--- config.mk ---
export PLATFORM = sky130hd
export DESIGN_NAME = pwl_energy_decoder
export DESIGN_NICKNAME = d
export VERILOG_FILES = /design/src/rtl/pwl_pkg.sv /design/src/rtl/pwl_rst_sync.sv /design/src/rtl/pwl_code_clamp.sv /design/src/rtl/pwl_thermo_ladder.sv /design/src/rtl/pwl_segment_mux.sv /design/src/rtl/pwl_energy_decoder.sv
export SDC_FILE = /design/constraint.sdc
export NUM_CORES = 1
export LEC_CHECK = 0
export CAP_MARGIN = 20
export CORE_MARGIN = 2
export CORE_UTILIZATION = 40
export DETAILED_ROUTE_END_ITERATION = 7
export PLACE_DENSITY = 0.65
export SLEW_MARGIN = 0
export SYNTH_ARGS = -nofsm -noshare
export SYNTH_HDL_FRONTEND = slang
export SYNTH_SLANG_ARGS = --single-unit
--- constraint.sdc ---
create_clock -name clk -period 1.8 [get_ports clk]
set_input_delay 0.18 -clock clk [delete_from_list [all_inputs] [get_ports clk]]
set_output_delay 0.18 -clock clk [all_outputs]
set_load 0.02 [all_outputs]
--- src/rtl/pwl_pkg.sv ---
package pwl_pkg;
  localparam int CODE_W   = 12;
  localparam int N_TH     = 6;
  localparam int N_SEG    = 4;
  localparam int ZERO_SUB = 1262;
  localparam int FLOOR    = 962;
  localparam int unsigned TH    [N_TH]  = '{5, 749, 1773, 2541, 4029, 4062};
  localparam int unsigned SHIFT [N_SEG] = '{0, 1, 2, 10};
  localparam int unsigned OFFS  [N_SEG] = '{1262, 3036, 8120, 4118720};
  localparam int SEG_W    = CODE_W + 10 + 2;
  typedef logic [CODE_W-1:0] code_t;
  typedef logic [N_TH-1:0]   therm_t;
endpackage

--- src/rtl/pwl_rst_sync.sv ---
module pwl_rst_sync (
  input  logic clk,
  input  logic rst_n,
  output logic rst_sync_n
);
  logic [1:0] sync_q;

  always_ff @(posedge clk or negedge rst_n) begin
    if (!rst_n) sync_q <= 2'b00;
    else        sync_q <= {sync_q[0], 1'b1};
  end

  assign rst_sync_n = sync_q[1];
endmodule

--- src/rtl/pwl_code_clamp.sv ---
module pwl_code_clamp
  import pwl_pkg::*;
#(
  parameter int IN_W = 16
) (
  input  logic [IN_W-1:0] raw,
  output code_t           code
);
  code_t masked;
  logic  unused_hi;

  assign masked    = raw[CODE_W-1:0];
  assign unused_hi = ^raw[IN_W-1:CODE_W];

  always_comb begin
    if (masked == '0)                     code = CODE_W'(ZERO_SUB);
    else if (masked < CODE_W'(FLOOR))     code = CODE_W'(FLOOR);
    else                                  code = masked;
  end
endmodule

--- src/rtl/pwl_thermo_ladder.sv ---
module pwl_thermo_ladder
  import pwl_pkg::*;
(
  input  code_t  code,
  output therm_t therm
);
  for (genvar i = 0; i < N_TH; i++) begin : g_rung
    assign therm[i] = (code > CODE_W'(TH[i]));
  end
endmodule

--- src/rtl/pwl_segment_mux.sv ---
module pwl_segment_mux
  import pwl_pkg::*;
#(
  parameter int OUT_W = 24
) (
  input  code_t                    code,
  input  therm_t                   therm,
  output logic signed [OUT_W-1:0]  energy
);
  localparam logic signed [OUT_W-1:0] SAT = {1'b0, {(OUT_W-1){1'b1}}};

  logic signed [SEG_W-1:0] cand [N_SEG];

  for (genvar k = 0; k < N_SEG; k++) begin : g_seg
    logic [SEG_W-1:0] shifted;
    assign shifted = SEG_W'(code) << SHIFT[k];
    assign cand[k] = $signed(shifted) - $signed(SEG_W'(OFFS[k]));
  end

  always_comb begin
    energy = '0;
    for (int k = 0; k < N_SEG; k++) begin
      if (therm == N_TH'((1 << (k + 2)) - 1)) energy = OUT_W'(cand[k]);
    end
    if (therm == '1) energy = SAT;
  end
endmodule

--- src/rtl/pwl_energy_decoder.sv ---
module pwl_energy_decoder
  import pwl_pkg::*;
#(
  parameter int IN_W  = 16,
  parameter int OUT_W = 24
) (
  input  logic                    clk,
  input  logic                    rst_n,
  input  logic                    in_valid,
  input  logic [IN_W-1:0]         in_code,
  output logic                    out_valid,
  output logic signed [OUT_W-1:0] out_energy
);
  localparam logic signed [OUT_W-1:0] SAT = {1'b0, {(OUT_W-1){1'b1}}};

  logic                    rst_sync_n;
  code_t                   code_c;
  therm_t                  therm_c;
  logic signed [OUT_W-1:0] energy_c;
  logic                    valid_d;
  logic signed [OUT_W-1:0] energy_d;

  pwl_rst_sync u_rst (.clk(clk), .rst_n(rst_n), .rst_sync_n(rst_sync_n));

  pwl_code_clamp #(.IN_W(IN_W)) u_clamp (.raw(in_code), .code(code_c));

  pwl_thermo_ladder u_ladder (.code(code_c), .therm(therm_c));

  pwl_segment_mux #(.OUT_W(OUT_W)) u_mux (
    .code(code_c), .therm(therm_c), .energy(energy_c)
  );

  // next state: clock enable on the data register is in_valid
  always_comb begin
    valid_d  = in_valid;
    energy_d = out_energy;
    if (in_valid) energy_d = energy_c;
  end

  always_ff @(posedge clk or negedge rst_sync_n) begin
    if (!rst_sync_n) begin
      out_valid  <= 1'b0;
      out_energy <= '0;
    end else begin
      out_valid  <= valid_d;
      out_energy <= energy_d;
    end
  end

  // ladder must be a run of ones from bit 0
  p_thermo_mono_r4: assert property (@(posedge clk) disable iff (!rst_sync_n)
    in_valid |-> ((therm_c & (therm_c + 1'b1)) == '0));

  p_valid_delay_r9: assert property (@(posedge clk) disable iff (!rst_sync_n)
    in_valid |=> out_valid);

  p_idle_hold_r9: assert property (@(posedge clk) disable iff (!rst_sync_n)
    !in_valid |=> (!out_valid && $stable(out_energy)));

  p_saturate_r8: assert property (@(posedge clk) disable iff (!rst_sync_n)
    (in_valid && (in_code[CODE_W-1:0] > CODE_W'(TH[N_TH-1]))) |=> (out_energy == SAT));

  p_floor_r3: assert property (@(posedge clk) disable iff (!rst_sync_n)
    out_valid |-> (out_energy >= -OUT_W'(300)));
endmodule

==> flow_summary.ini, run 1 <==
[final_layout]
diodes = 0
fin_area_um2 = 3741
fin_cells = 467
fin_nets = 422
fillCellCount = 380
area_growth_pct = 80.77
drive_above_1_share_pct = 48.36

[critical_path]
slowest_stage = or4_4
path_buf_inv = 3
cp_top_family = simple AND/OR/NAND/NOR gates
crit_chain = buf_6, or2_4, buf_4, or4_4, buf_6, nor2_4, nor2_2, a32o_2, nand2b_1, mux2i_1, o22ai_1
critical_path_required_ps = 1970
crit_cells = 11
worstSetupStartpoint = in_code[8]
worst-setup-path-type = input pin to flip-flop
path_common_cell = buf_6
ff2ff_path_depth = 4
cp.arrival_ps = 2310
r2r_start = out_energy[10]$_DFFE_PN0P_
cp-start-kind = input pin
r2r-end = out_energy[10]$_DFFE_PN0P_
cpPeakStageDelay_ps = 440
crit_path_end_kind = flip-flop
endpoint = out_energy[10]$_DFFE_PN0P_
r2r_slack_ps = 910
crit_fanout = 5

[min_path]
hold_path_class = input pin to asynchronous set/reset pin

[outcome]
violations = negative setup slack
status = complete, but fails checks

[logic_synthesis]
yosys_warnings = 0
syn_nets = 292
synthFlopType = dfrtp_1
synth_cell_type_count = 62
syn_area_per_cell_um2 = 7.722
synth_top_area_share_pct = 32.65
synth_top_cell_by_area = dfrtp_1
syn-cell-area_um2 = 2069
synth_area_leaders = dfrtp_1 (33%), nor2_1 (8.2%), a21oi_1 (5.3%)
ys_ff_latch = 27
netlist_instances = 268
synth_edf_count = 0
async_reset_ff_share_pct = 100.0
seq_area_frac_synth_pct = 32.65

[power_and_ir_drop]
fin_total_pwr_mw = 2.021
leakagePower_nw = 1.619
irDropWorstVdd_mv = 0.3077
power.density_nw_per_um2 = 540.2

[die]
core_um2 = 5042
die_area_um2 = 5765
die-width_um = 75.93
start_util_pct = 41.04
io_pins = 44
rows = 26
dieHeight_um = 75.93

[timing]
fin_setup_tns_ps = -5482
finalWorstSetupSlack_ps = -346.5
skew_ps = 9.028
period_minus_slack_ps = 2147
rsz0062_at_grt = yes
hold_viol = 0
period_share_pct = 119.3
slew_headroom_pct = 64.02
finalMaxSlewViolations = 0
setup_viol = 24
worst_pin_slew_ps = 538.5
max_freq_mhz = 465.9

[clock_tree]
numClockSinks = 27
cts_max_level = 1
cts_buffers = 3
cts_root_buf = clkbuf_8
clockBufferDepth = 2
worstSkewPairLatency_ps = 280
cts_tree = built
cts_hold_buf = 0
clk_pin_slew_ps = 90

[global_routing]
grt_use_total_pct = 25.89
overflow = 0
grt_antenna_before_repair = 0
grt_pass1_vias = 2486
grt_pass1_wl_mm = 12.14
grt_start_max_net_pins = 26

[routing]
wirelength_mm = 7.518
ant_nets = 0
drc = 0
vias = 2591
first_pass_iters = 4
drt_iter0_drc = 179
via_per_inst = 5.548
wl_per_cell_um = 16.10

[flow_run]
cap_violations = 0

[place]
io_buffers = 39
place.gp.congestion = 0.8873
hpwl_mm = 5.619
dpl.cell_count = 436
placed_cell_area_um2 = 3251
placed cells by master, fill, tap and decap left out, types with 3 or more instances in the layout:
cell type        synthesis  routed
nor3_1                   8       6
nand2_2                  0       3
nor2_1                  45      38
buf_6                    2      17
nand3_1                  7       4
nand2_4                  0       6
clkdlybuf4s50_1          0      27
nand4_1                  3       3
nand2_1                 25      16
dfrtp_1                 27      27
nor2_4                   0       6
and3_1                   6       3
inv_1                    9       7
o21ai_1                  3       9
o21ai_0                 16       7
a21oi_2                  2       5
a211o_1                  3       3
nand2b_1                 3       3
and3_4                   0       3
buf_2                    6       6
a21oi_1                 22      18
buf_4                    0      90
a31oi_1                  6       4
mux2i_1                  3       3
nor2_2                   2       3
clkbuf_8                 0       3
stage by stage:
| step | utilization [%] | setup slack, ps | hold WS (ps) |
|---|---|---|---|
| 2_1_floorplan | - | -554.9 | -115.6 |
| 3_3_place_gp | 64.47 | -1065 | 235.2 |
| 3_5_place_dp | 64.47 | -1089 | 238.7 |
| 4_1_cts | 72.36 | -290.0 | 50.12 |
| 5_1_grt | 74.19 | -428.3 | 53.47 |
| 6_report | 74.19 | -346.5 | 51.68 |
final cells by class:
class                   instances  area [um2]  area share, %
well taps                      70       87.58          2.341
multi-input cells             213        1693          45.25
clock inverters                 1       7.507         0.2007
flip-flops and latches         27       675.6          18.06
inverters                       9       36.28         0.9699
clock buffers                   3       41.29          1.104
repair buffers                144        1200          32.07
worst min-delay path by stage:
| stage | from | endpoint | slack [ps] | cells past startpoint |
|---|---|---|---|---|
| 3_3_place_gp | u_rst.sync_q[1]$_DFF_PN0_ | out_energy[18]$_DFFE_PN0P_ | 240 | 1 |
| 4_1_cts | rst_n | u_rst.sync_q[1]$_DFF_PN0_ | 50 | 1 |
| 5_1_grt | rst_n | u_rst.sync_q[0]$_DFF_PN0_ | 50 | 1 |
| 3_5_place_dp | u_rst.sync_q[1]$_DFF_PN0_ | out_energy[1]$_DFFE_PN0P_ | 240 | 1 |
| 2_1_floorplan | rst_n | u_rst.sync_q[0]$_DFF_PN0_ | -120 | 0 |
| 6_report | rst_n | u_rst.sync_q[1]$_DFF_PN0_ | 50 | 1 |
logic make-up after synthesis:
| group | after synthesis | share of synthesized area, % |
|---|---|---|
| flip-flops | 27 | 32.65 |
| AO/OA/AOI/OAI | 86 | 28.30 |
| buffers and inverters | 28 | 6.167 |
| multiplexers | 4 | 1.995 |
| AND/OR/NAND/NOR | 112 | 25.57 |
| adder cells (fa/ha/maj) | 5 | 3.023 |
| other | 1 | 0.1812 |
| XOR/XNOR | 5 | 2.116 |
Yosys cell counts, types with 2 or more instances:
cell type / instances
nor3_1: 8
buf_6: 2
ha_1: 5
a32o_1: 2
a21o_1: 2
xor2_1: 2
and3_1: 6
buf_2: 6
o21ai_1: 3
a211o_1: 3
a31oi_1: 6
a21oi_1: 22
nand2b_1: 3
and2_1: 4
a21oi_2: 2
o22a_1: 2
nand2_1: 25
a21boi_1: 2
clkbuf_1: 10
nand3_1: 7
dfrtp_1: 27
o31ai_1: 2
inv_1: 9
mux2i_1: 3
xnor2_1: 3
o221ai_1: 3
a211oi_1: 2
nor2_1: 45
o21ai_0: 16
nand4_1: 3
nor2_2: 2
sequential cells by signal, summed over array words and instances (netlist names):
register	cells
out_energy	24
out_valid	1
u_rst.sync_q	2
timing repair:
item / in CTS / in global routing
endpoints found under the hold margin: 0 / 0
pin swaps: 40 / 17
buffers inserted: 24 / 3
setup endpoints to repair: 24 / 24
gates resized for setup: 82 / 23
worst register-to-register path, stage by stage, from the launching register on:
cell	delay (ps)
dfrtp_1	390
nor2_1	130
a21oi_1	60
o21ai_1	90
o22ai_1	100
layer usage:
layer	routed length (um)	GRT usage (%)	vias up
li1	-	-	1238
met1	3089	33.18	1229
met2	3856	45.80	110
met3	437	3.095	14
met4	135	7.818	0
met5	0	0	-
report_power, final:
part           total, mW  internal, mW  switching [mW]
clock              0.345         0.157           0.188
sequential         0.719         0.679          0.0407
combinational      0.956         0.468           0.488
Power figures use the tool's default switching activity.
==> inputs of run 2 (changes only) <==
--- a/config.mk
+++ b/config.mk
@@ -8,6 +8,7 @@
 export CAP_MARGIN = 20
 export CORE_MARGIN = 2
 export CORE_UTILIZATION = 40
+export CTS_BUF_LIST = sky130_fd_sc_hd__clkbuf_16
 export DETAILED_ROUTE_END_ITERATION = 7
 export PLACE_DENSITY = 0.65
 export SLEW_MARGIN = 0
==> flow_summary.ini, run 2 (synthesis gave the netlist of run 1 again) <==
[outcome]
status = complete, but fails checks
violations = negative setup slack

[critical_path]
cp.arrival_ps = 2310
crit_fanout = 5
cpPeakStageDelay_ps = 440
worstSetupStartpoint = in_code[8]
worst-setup-path-type = input pin to flip-flop
ff2ff_path_depth = 4
crit_path_end_kind = flip-flop
slowest_stage = or4_4
r2r_start = out_energy[10]$_DFFE_PN0P_
critical_path_required_ps = 1940
crit_chain = buf_6, or2_4, buf_4, or4_4, buf_6, nor2_4, nor2_2, a32o_2, nand2b_1, mux2i_1, o22ai_1
path_common_cell = buf_6
cp-start-kind = input pin

[timing]
period_share_pct = 120.6
slew_headroom_pct = 64.66
finalMaxSlewViolations = 0
period_minus_slack_ps = 2171
worst_pin_slew_ps = 528.9
rsz0062_at_grt = yes
skew_ps = 6.079
hold_viol = 0
finalWorstSetupSlack_ps = -371.3
max_freq_mhz = 460.6
setup_viol = 24

[die]
dieHeight_um = 75.93
start_util_pct = 41.04
rows = 26
die_area_um2 = 5765
core_um2 = 5042
io_pins = 44
die-width_um = 75.93

[routing]
vias = 2624
via_per_inst = 5.548
ant_nets = 0
first_pass_iters = 5
drc = 0
wl_per_cell_um = 16.40
wirelength_mm = 7.755
drt_iter0_drc = 181

[final_layout]
fin_nets = 428
fin_cells = 473
area_growth_pct = 86.76
fillCellCount = 361
final_common_cell = buf_4
diodes = 0
top_register = out_energy
final_cell_mix = buf_4 (91), nor2_1 (37), clkdlybuf4s50_1 (27), dfrtp_1 (27), buf_6 (20)
largest_reg_flops = 24
top_regs = out_energy (24), u_rst.sync_q (2), out_valid (1)
drive_above_1_share_pct = 50.12

[power_and_ir_drop]
power.density_nw_per_um2 = 568.7
irDropWorstVdd_mv = 0.3875
fin_total_pwr_mw = 2.198
leakagePower_nw = 1.655

[clock_tree]
numClockSinks = 27
cts_tree = built
clk_pin_slew_ps = 70
cts_hold_buf = 0
clockBufferDepth = 2
cts_root_buf = clkbuf_16
worstSkewPairLatency_ps = 260
cts_buffers = 3
cts_max_level = 1

[place]
hpwl_mm = 5.619
io_buffers = 39
dpl.cell_count = 436
place.gp.congestion = 0.8873

[global_routing]
overflow = 0
grt_pass1_wl_mm = 12.41
grt_pass1_vias = 2560
grt_use_total_pct = 26.48
grt_start_max_net_pins = 26
grt_antenna_before_repair = 0

[min_path]
hold_path_class = input pin to asynchronous set/reset pin

[flow_run]
cap_violations = 0
==> run 2: routing by layer <==
metal	up-vias	global-route usage, %	wire [um]
li1	1245	-	-
met2	121	48.30	4002
met1	1239	33.41	3143
met4	0	7.818	183
met5	-	0	0
met3	19	2.143	425
==> run 2: worst paths after layout <==
| check | endpoint | slack [ps] |
|---|---|---|
| hold / removal | u_rst.sync_q[0]$_DFF_PN0_ | 80 |
| hold reg to reg | out_energy[3]$_DFFE_PN0P_ | 240 |
| min in group clk | u_rst.sync_q[1]$_DFF_PN0_ | 360 |
| setup reg to reg | out_energy[10]$_DFFE_PN0P_ | 890 |
| setup / recovery | out_energy[10]$_DFFE_PN0P_ | -370 |
| max in group asynchronous | out_energy[17]$_DFFE_PN0P_ | 1320 |
==> run 2: timing repair <==
| item | in CTS | in global routing |
|---|---|---|
| endpoints found under the hold margin | 0 | 0 |
| pin swaps | 45 | 24 |
| gates resized for setup | 90 | 21 |
| setup buffers | 27 | 5 |
| endpoints found under the setup margin | 24 | 24 |
| gates cloned | 1 | 0 |
==> run 2: worst max-delay path, delay by kind of cell <==
family / cells / cell delay [ps]
mux: 1 / 160
compound gates: 2 / 390
simple gates: 5 / 1190
buf+inv: 3 / 370
==> run 2: layout make-up <==
class,count,area [um2],area share [%]
Multi-Input combinational cell,214,1722,44.55
Clock buffer,3,75.07,1.942
Tap cell,70,87.58,2.266
Clock inverter,1,7.507,0.1942
Sequential cell,27,675.6,17.48
Inverter,9,36.28,0.9388
Timing Repair Buffer,149,1261,32.63
==> run 2: power by group <==
group | internal, mW | switching [mW] | leakage, nW
registers | 0.679 | 0.0415 | 0.312
clock network | 0.301 | 0.196 | 0.0371
logic | 0.481 | 0.499 | 1.31
==> run 2: stage by stage <==
stage	TNS, ps	worst slack (ps)	hold slack [ps]	utilization [%]	instance area, um2
2_1_floorplan	-8052	-554.9	-115.6	-	2360
3_3_place_gp	-22080	-1065	235.2	64.47	3251
3_5_place_dp	-22740	-1089	238.7	64.47	3251
4_1_cts	-4921	-317.1	77.88	74.29	3746
5_1_grt	-7916	-478.4	87.33	76.65	3865
6_report	-6084	-371.3	78.98	76.65	3865
==> inputs of run 3 (changes only) <==
--- a/config.mk
+++ b/config.mk
@@ -6,12 +6,12 @@
 export NUM_CORES = 1
 export LEC_CHECK = 0
 export CAP_MARGIN = 20
-export CORE_MARGIN = 2
 export CORE_UTILIZATION = 40
 export CTS_BUF_LIST = sky130_fd_sc_hd__clkbuf_16
 export DETAILED_ROUTE_END_ITERATION = 7
-export PLACE_DENSITY = 0.65
+export GPL_TIMING_DRIVEN = 0
 export SLEW_MARGIN = 0
 export SYNTH_ARGS = -nofsm -noshare
 export SYNTH_HDL_FRONTEND = slang
+export SYNTH_HIERARCHICAL = 1
 export SYNTH_SLANG_ARGS = --single-unit
==> flow_summary.ini, run 3 <==
[final_layout]
final_common_cell = buf_4
fin_cells = 420
seq_area_um2 = 675.6
top_regs = out_energy (24), u_rst/sync_q (2), out_valid (1)
fin_nets = 367
diodes = 0
multi_input_area_um2 = 2079
area_growth_pct = 54.49
fillCellCount = 491
drive_above_1_share_pct = 47.83
final_cell_mix = buf_4 (34), clkdlybuf4s50_1 (27), dfrtp_1 (27)
top_register = out_energy
fin_area_um2 = 3835
largest_reg_flops = 24
final_util_pct = 64.39

[power_and_ir_drop]
fin_total_pwr_mw = 2.501
swShare_pct = 34.64
power.density_nw_per_um2 = 652.3
p_clk_share_pct = 20.9
p_switching_mw = 0.8664
pwr-share-seq_pct = 30.4
leakagePower_nw = 1.626
internal_power_mw = 1.635
combPwrFrac_pct = 48.7
irDropWorstVdd_mv = 0.3632

[global_routing]
grt_pass1_wl_mm = 11.98
grt_start_max_net_pins = 26
grt_antenna_before_repair = 0
overflow = 0
grt_pass1_vias = 2349
grt_use_total_pct = 23.91

[logic_synthesis]
synthFlopType = dfrtp_1
ys_ff_latch = 27
synth.most_common_cell = nand2_1
synth_cell_type_count = 70
syn_area_per_cell_um2 = 9.367
synth_edf_count = 0
ys_top_cells_by_count = nand2_1 (29), dfrtp_1 (27), mux2_4 (20)
synth_top_cell_by_area = dfrtp_1
async_reset_ff_share_pct = 100.0
syn-cell-area_um2 = 2482
netlist_instances = 265
seq_area_frac_synth_pct = 27.22
synth_top_area_share_pct = 27.22
syn_nets = 286
synth_area_leaders = dfrtp_1 (27%), mux2_4 (12%), nand2_1 (4.4%)
yosys_warnings = 6

[timing]
setup_viol = 24
finalWorstSetupSlack_ps = -835.7
skew_ps = 3.131
period_share_pct = 146.4
hold_viol = 0
max_freq_mhz = 379.4
period_minus_slack_ps = 2636
rsz0062_at_grt = yes
finalMaxSlewViolations = 0

[routing]
wl_per_cell_um = 18.30
drc = 0
wirelength_mm = 7.684
vias = 2465
via_per_inst = 5.869
drt_iter0_drc = 215
first_pass_iters = 4
ant_nets = 0

[critical_path]
critical_path_required_ps = 1950
cp-start-kind = input pin
worst-setup-path-type = input pin to flip-flop
crit_fanout = 6
crit_path_end_kind = flip-flop
cp.arrival_ps = 2790

[die]
core_um2 = 5956
die-width_um = 80.78
dieHeight_um = 80.78
start_util_pct = 41.68
die_area_um2 = 6525
rows = 28
io_pins = 44

[min_path]
hold_path_class = input pin to asynchronous set/reset pin

[clock_tree]
numClockSinks = 27
clk_pin_slew_ps = 70
clockBufferDepth = 2
cts_tree = built
worstSkewPairLatency_ps = 260
cts_buffers = 3
cts_root_buf = clkbuf_16
cts_max_level = 1

[place]
io_buffers = 39
hpwl_mm = 4.994
placed_cell_area_um2 = 3047
place.gp.congestion = 0.8684
dpl.cell_count = 379

[flow_run]
cap_violations = 0

[outcome]
status = complete, but fails checks
violations = negative setup slack
==> run 3: per-stage QoR <==
| stage | setup TNS [ps] | hold WS (ps) | worst slack, ps |
|---|---|---|---|
| floorplan | -17210 | -115.6 | -851.4 |
| global placement | -39790 | 335.6 | -1789 |
| detailed placement | -40580 | 344.3 | -1826 |
| CTS | -14820 | 68.59 | -732.5 |
| global route | -19400 | 70.91 | -911.6 |
| finish | -17160 | 69.55 | -835.7 |
==> run 3: cell type report <==
class / count / area share, %
multi-input cells: 218 / 54.22
repair buffers: 80 / 20.16
flip-flops and latches: 27 / 17.62
plain buffers: 13 / 3.100
well taps: 75 / 2.447
clock buffers: 3 / 1.958
inverters: 3 / 0.2936
clock inverters: 1 / 0.1958
==> run 3: worst paths after layout <==
path	depth (start not counted)	from	slack, ps	to
worst max-delay path	13	in_code[6]	-840	out_energy[20]$_DFFE_PN0P_
worst min-delay path	1	rst_n	70	u_rst/sync_q[1]$_DFF_PN0_
worst max register to register	1	out_energy[12]$_DFFE_PN0P_	1030	out_energy[12]$_DFFE_PN0P_
worst min register to register	0	u_rst/sync_q[1]$_DFF_PN0_	150	out_energy[11]$_DFFE_PN0P_
max in group asynchronous	1	u_rst/sync_q[1]$_DFF_PN0_	1230	out_energy[14]$_DFFE_PN0P_
min in group clk	0	u_rst/sync_q[0]$_DFF_PN0_	360	u_rst/sync_q[1]$_DFF_PN0_
==> run 3: per-layer routing <==
| metal | vias to the layer above | wire length, um | part of all wire (%) | global-route usage (%) |
|---|---|---|---|---|
| li1 | 1155 | - | - | - |
| met1 | 1211 | 3501 | 46 | 32.39 |
| met2 | 85 | 3738 | 49 | 39.41 |
| met3 | 14 | 308 | 4.0 | 2.472 |
| met4 | 0 | 136 | 1.8 | 8.393 |
| met5 | - | 0 | 0 | 0 |
==> run 3: logic make-up (layout without fill, tap and decap cells) <==
family | count (synthesis) | after routing | share of synthesized area [%]
simple gates | 99 | 99 | 22.48
compound gates | 71 | 71 | 21.47
flops | 27 | 27 | 27.22
mux | 25 | 25 | 14.31
xor+xnor | 20 | 20 | 7.057
buf+inv | 20 | 100 | 6.300
fa+ha+maj | 2 | 2 | 1.008
other cells | 1 | 1 | 0.1511
==> run 3: power groups by stage <==
stage	Clock [mW]	Sequential [mW]	Combinational (mW)
floorplan	0	0.893	0.533
detailed placement	0	0.782	0.995
finish	0.522	0.760	1.22
CTS	0.540	0.771	1.11
global placement	0	0.778	0.991
global route	0.567	0.774	1.30
==> run 3: worst max-delay path, cell delays in order <==
cell and delay [ps]:
buf_2 110, nor3_2 260, nand2_4 160, o2bb2ai_4 210, and4_4 280, a21oi_2 80, nor3b_4 230, and4bb_4 260
nand4b_1 180, o32ai_4 140, buf_12 170, a311o_1 260, mux2_4 260
==> run 3: timing repair <==
| action | 4_1_cts | 5_1_grt |
|---|---|---|
| hold buffers | 0 | 0 |
| gates resized for setup | 112 | 27 |
| setup buffers | 27 | 14 |
| setup endpoints to repair | 24 | 24 |
| pin swaps | 35 | 31 |
